**src/rtl/plane_pair_pkg.sv**
```systemverilog
package plane_pair_pkg;

  localparam int KIND_W = 2;

  typedef enum logic [1:0] {
    CASE_SINGLE    = 2'd0,
    CASE_MIXED     = 2'd1,
    CASE_UNALIGNED = 2'd2,
    CASE_PARALLEL  = 2'd3
  } pairCase_e;

  // Strobes from the comparison datapath to the decision control
  typedef struct packed {
    logic anyValid;
    logic multiValid;
    logic kindsAgree;
    logic addrsAgree;
  } cmpStrobe_t;

endpackage

```
**src/rtl/plane_pair_compare.sv**
```systemverilog
module plane_pair_compare
  import plane_pair_pkg::*;
#(
  parameter int NUM_PLANES = 2,
  parameter int ADDR_W     = 24
) (
  input  logic [NUM_PLANES-1:0]        opValid,
  input  logic [NUM_PLANES*KIND_W-1:0] opType,
  input  logic [NUM_PLANES*ADDR_W-1:0] opAddr,
  output cmpStrobe_t                   strobe,
  output logic [NUM_PLANES-1:0]        leadMask
);

  logic [KIND_W-1:0]     refKind;
  logic [ADDR_W-1:0]     refAddr;
  logic [NUM_PLANES-1:0] kindOk;
  logic [NUM_PLANES-1:0] addrOk;

  // Lowest-numbered valid slot acts as the reference
  assign leadMask = opValid & (~opValid + 1'b1);

  always_comb begin
    refKind = '0;
    refAddr = '0;
    for (int i = 0; i < NUM_PLANES; i++) begin
      refKind = refKind | ({KIND_W{leadMask[i]}} & opType[i*KIND_W +: KIND_W]);
      refAddr = refAddr | ({ADDR_W{leadMask[i]}} & opAddr[i*ADDR_W +: ADDR_W]);
    end
  end

  for (genvar g = 0; g < NUM_PLANES; g++) begin : gSlot
    assign kindOk[g] = !opValid[g] || (opType[g*KIND_W +: KIND_W] == refKind);
    assign addrOk[g] = !opValid[g] || (opAddr[g*ADDR_W +: ADDR_W] == refAddr);
  end

  assign strobe.anyValid   = |opValid;
  assign strobe.multiValid = (opValid & (opValid - 1'b1)) != '0;
  assign strobe.kindsAgree = &kindOk;
  assign strobe.addrsAgree = &addrOk;

endmodule

```
**src/rtl/plane_pair_decide.sv**
```systemverilog
module plane_pair_decide
  import plane_pair_pkg::*;
#(
  parameter int NUM_PLANES = 2
) (
  input  logic                  clk,
  input  logic                  rstN,
  input  cmpStrobe_t            strobe,
  input  logic [NUM_PLANES-1:0] opValid,
  input  logic [NUM_PLANES-1:0] leadMask,
  output logic                  caseValid,
  output pairCase_e             caseCode,
  output logic                  mergeGrant,
  output logic [NUM_PLANES-1:0] issueMask
);

  logic                  nxtValid;
  pairCase_e             nxtCode;
  logic                  nxtGrant;
  logic [NUM_PLANES-1:0] nxtMask;

  always_comb begin
    nxtValid = 1'b0;
    nxtCode  = CASE_SINGLE;
    nxtGrant = 1'b0;
    nxtMask  = '0;
    if (strobe.anyValid) begin
      nxtValid = 1'b1;
      if (!strobe.multiValid) begin
        nxtCode = CASE_SINGLE;
        nxtMask = opValid;
      end else if (!strobe.kindsAgree) begin
        nxtCode = CASE_MIXED;
        nxtMask = leadMask;
      end else if (!strobe.addrsAgree) begin
        nxtCode = CASE_UNALIGNED;
        nxtMask = leadMask;
      end else begin
        nxtCode  = CASE_PARALLEL;
        nxtGrant = 1'b1;
        nxtMask  = opValid;
      end
    end
  end

  always_ff @(posedge clk or negedge rstN) begin
    if (!rstN) begin
      caseValid  <= 1'b0;
      caseCode   <= CASE_SINGLE;
      mergeGrant <= 1'b0;
      issueMask  <= '0;
    end else begin
      caseValid  <= nxtValid;
      caseCode   <= nxtCode;
      mergeGrant <= nxtGrant;
      issueMask  <= nxtMask;
    end
  end

endmodule

```
**src/rtl/plane_pair_classifier.sv**
```systemverilog
module plane_pair_classifier
  import plane_pair_pkg::*;
#(
  parameter int NUM_PLANES = 2,
  parameter int ADDR_W     = 24
) (
  input  logic                         clk,
  input  logic                         rstN,
  input  logic [NUM_PLANES-1:0]        opValid,
  input  logic [NUM_PLANES*KIND_W-1:0] opType,
  input  logic [NUM_PLANES*ADDR_W-1:0] opAddr,
  output logic                         caseValid,
  output logic [1:0]                   caseCode,
  output logic                         mergeGrant,
  output logic [NUM_PLANES-1:0]        issueMask
);

  cmpStrobe_t            strobe;
  logic [NUM_PLANES-1:0] leadMask;
  pairCase_e             codeQ;

  plane_pair_compare #(
    .NUM_PLANES(NUM_PLANES),
    .ADDR_W    (ADDR_W)
  ) u_compare (
    .opValid (opValid),
    .opType  (opType),
    .opAddr  (opAddr),
    .strobe  (strobe),
    .leadMask(leadMask)
  );

  plane_pair_decide #(
    .NUM_PLANES(NUM_PLANES)
  ) u_decide (
    .clk       (clk),
    .rstN      (rstN),
    .strobe    (strobe),
    .opValid   (opValid),
    .leadMask  (leadMask),
    .caseValid (caseValid),
    .caseCode  (codeQ),
    .mergeGrant(mergeGrant),
    .issueMask (issueMask)
  );

  assign caseCode = codeQ;

endmodule

```
**config.mk**
```make
export PLATFORM = sky130hd
export DESIGN_NAME = plane_pair_classifier
export DESIGN_NICKNAME = d
export VERILOG_FILES = /design/src/rtl/plane_pair_pkg.sv /design/src/rtl/plane_pair_compare.sv /design/src/rtl/plane_pair_decide.sv /design/src/rtl/plane_pair_classifier.sv
export SDC_FILE = /design/constraint.sdc
export NUM_CORES = 1
export LEC_CHECK = 0
export ABC_AREA = 1
export BUFFER_PORTS_ARGS = -buffer_cell sky130_fd_sc_hd__buf_2
export CAP_MARGIN = 20
export CORE_MARGIN = 1.5
export CORE_UTILIZATION = 37
export DETAILED_ROUTE_END_ITERATION = 10
export PLACE_DENSITY = 0.74
export SYNTH_ARGS = -nofsm -noshare
export SYNTH_HDL_FRONTEND = slang
export SYNTH_SLANG_ARGS = --single-unit
```
**constraint.sdc**
```tcl
create_clock -name clk -period 0.8 [get_ports clk]
set_clock_uncertainty 0.1 [all_clocks]
set_input_delay 0 -clock clk [delete_from_list [all_inputs] [get_ports clk]]
set_output_delay 0 -clock clk [all_outputs]
set_load 0.02 [all_outputs]
```
==> flow_summary.json <==
{
  "run_status": "finished, violations left",
  "violations": "negative hold slack, negative setup slack",
  "nets": 274,
  "final_cell_mix": "53 x buf_2, 51 x nand2_1, 17 x nor2_1",
  "finalPower_w": 0.00125,
  "synthDistinctLibCells": 17,
  "drt_first_pass_iters": 6,
  "tightestPinTransition_ns": 0.235,
  "cts.sinks": 6,
  "dr.first_iter.drc_count": 11,
  "min_period_over_period_pct": 130,
  "path_max_fanout": 7,
  "ys_seq_area_share_pct": 17.4,
  "period_minus_slack_ns": 1.04,
  "drive_above_1_share_pct": 45.8,
  "fp.dieW_um": 51.3,
  "grt_max_degree": 12,
  "fp.coreArea_um2": 2210,
  "fp.dieH_um": 51.3,
  "antenna_found_initial": 0,
  "route.vias.total": 1137,
  "clockRootBuffer": "clkbuf_4",
  "io_buffers": 61,
  "cts.clk_slew.worst_paths_ns": 0.04,
  "leakage_nw": 0.800,
  "rsz0062_at_grt": "true",
  "worstPathArrival_ns": 1.11,
  "ir_drop_uv": 503,
  "finalSetupViolCount": 9,
  "globalplace.congestion": 0.718,
  "grt_pass1_wl_mm": 3.90,
  "final_antenna_net_count": 0,
  "syn_nets": 204,
  "syn_area_per_cell_um2": 5.82,
  "hold_violations": 3,
  "timing.max_cap.violations": 0,
  "rows": 17,
  "synth_area_leader_cell": "nand2_1",
  "drc": 0,
  "io-pin-count": 62,
  "antennaDiodeCount": 0,
  "ys_ff_latch": 6,
  "placed_area_um2": 1260,
  "gr-usage-all-layers_pct": 19.4,
  "syn_area_um2": 862,
  "hold_class": "in -> async",
  "synth-edff-count": 0,
  "fin_ws_ns": -0.238,
  "slew_viol_final": 0,
  "crit_type": "in -> reg",
  "detail_route.wl_per_cell_um": 9.93,
  "wirelength_mm": 2.42,
  "cts_tree": "yes",
  "synthToLayoutAreaGrowth_pct": 69.5,
  "relSlewSlack_pct": 84.3,
  "cp-end-kind": "flip-flop",
  "cts_inserted_buffers": 3,
  "grt_pass1_vias": 1018,
  "pre_cts_ws_ns": -0.604,
  "ys.warnings.count": 0,
  "grt_remaining_overflow": 0,
  "start_util_pct": 39.0,
  "clock_path_buffers": 2,
  "routed_via_density": 4.66,
  "powerDensity_nw_per_um2": 855,
  "synth_area_leaders": "nand2_1 25%, dfrtp_1 17%, nand3_2 12%",
  "dp.final_hpwl_mm": 1.76,
  "timing.hold.ws_ns": -0.00301,
  "synth_top_area_share_pct": 25.3,
  "synthFlopType": "dfrtp_1",
  "htreeDepth": 1,
  "async_reset_ff_share_pct": 100,
  "post_cts_buffers": 0,
  "critPathRequiredTime_ns": 0.87,
  "start_kind": "input port",
  "max_freq_ghz": 0.964,
  "dieArea_um2": 2630,
  "final_common_cell": "buf_2",
  "synthCells": 148,
  "finalInstanceArea_um2": 1460
}
-- layout make-up --
class | count | area, um2
multi-input combinational | 134 | 758
fill | 211 | 751
timing repair buffer | 68 | 460
sequential | 6 | 150
inverter | 5 | 35.0
tap | 28 | 35.0
clock buffer | 3 | 22.5
-- where the power goes --
part	total [W]	internal (W)	switching, W
logic	0.000651	0.000324	0.000327
clock network	0.000274	0.000169	0.000104
registers	0.000325	0.000319	0.00000603
-- metal layers --
metal  wire, um  vias to the layer above  part of all wire (%)  global-route usage (%)
li1           -                      614                     -                       -
met1       1000                      475                    41                    22.3
met2       1230                       44                    51                    36.4
met3        157                        4                   6.5                    2.63
met4         32                        0                   1.3                    6.58
met5          0                        -                     0                       0
-- cell usage after synthesis (2+ instances only) --
library cell  number
buf_6              2
or2_0              7
buf_2              3
dfrtp_1            6
or2_1             12
nand3b_1           2
inv_1              4
nand3_1           18
nor2_1            17
nand3_2           10
o21ai_1            4
nand2_1           58
-- state kept, by name, indices dropped and copies added (netlist names) --
register / flops
u_decide.caseCode: 2
u_decide.caseValid: 1
u_decide.mergeGrant: 1
u_decide.issueMask: 2
-- worst max-delay path: stages --
cell	delay, ns
buf_12	0.11
buf_12	0.14
inv_16	0.08
nand2_8	0.07
nand3_2	0.08
o21ai_2	0.06
nor2_2	0.09
nand2_1	0.06
nor2_1	0.11
nand3_1	0.10
nand2_1	0.07
nand2_1	0.06
nor2_1	0.08
-- repair_timing --
action	4_1_cts	5_1_grt
endpoints found under the hold margin	6	0
endpoints found under the setup margin	10	10
gates resized for setup	25	4
hold buffers	1	0
cloned	4	0
pin swaps	5	6
-- per-stage QoR --
stage                     hold slack [ns]  std cells  util [%]  setup TNS [ns]
after floorplan                    -0.396        148         -          -0.529
after global placement             -0.277        236      56.8           -1.93
after detailed placement           -0.276        236      56.8           -2.07
after CTS                        -0.00733        244      65.4          -0.855
after global routing              0.00799        244      66.1           -1.40
final                            -0.00301        244      66.1          -0.835
-- path summary, 6_finish.rpt --
| path | to | slack (ns) | startpoint |
|---|---|---|---|
| max in group asynchronous | u_decide.caseValid$_DFF_PN0_ | 0.46 | rstN |
| max | u_decide.mergeGrant$_DFF_PN0_ | -0.24 | opValid[0] |
| min in group clk | u_decide.caseCode[1]$_DFF_PN0_ | 0.04 | opType[2] |
| min | u_decide.issueMask[1]$_DFF_PN0_ | -0.003 | rstN |
-- cell families after synthesis --
family                 Yosys count  share of synthesized area, %
buffers and inverters           11                          6.96
AND/OR/NAND/NOR                126                          72.3
AO/OA/AOI/OAI                    5                          3.34
flip-flops                       6                          17.4
Power figures use the tool's default switching activity.
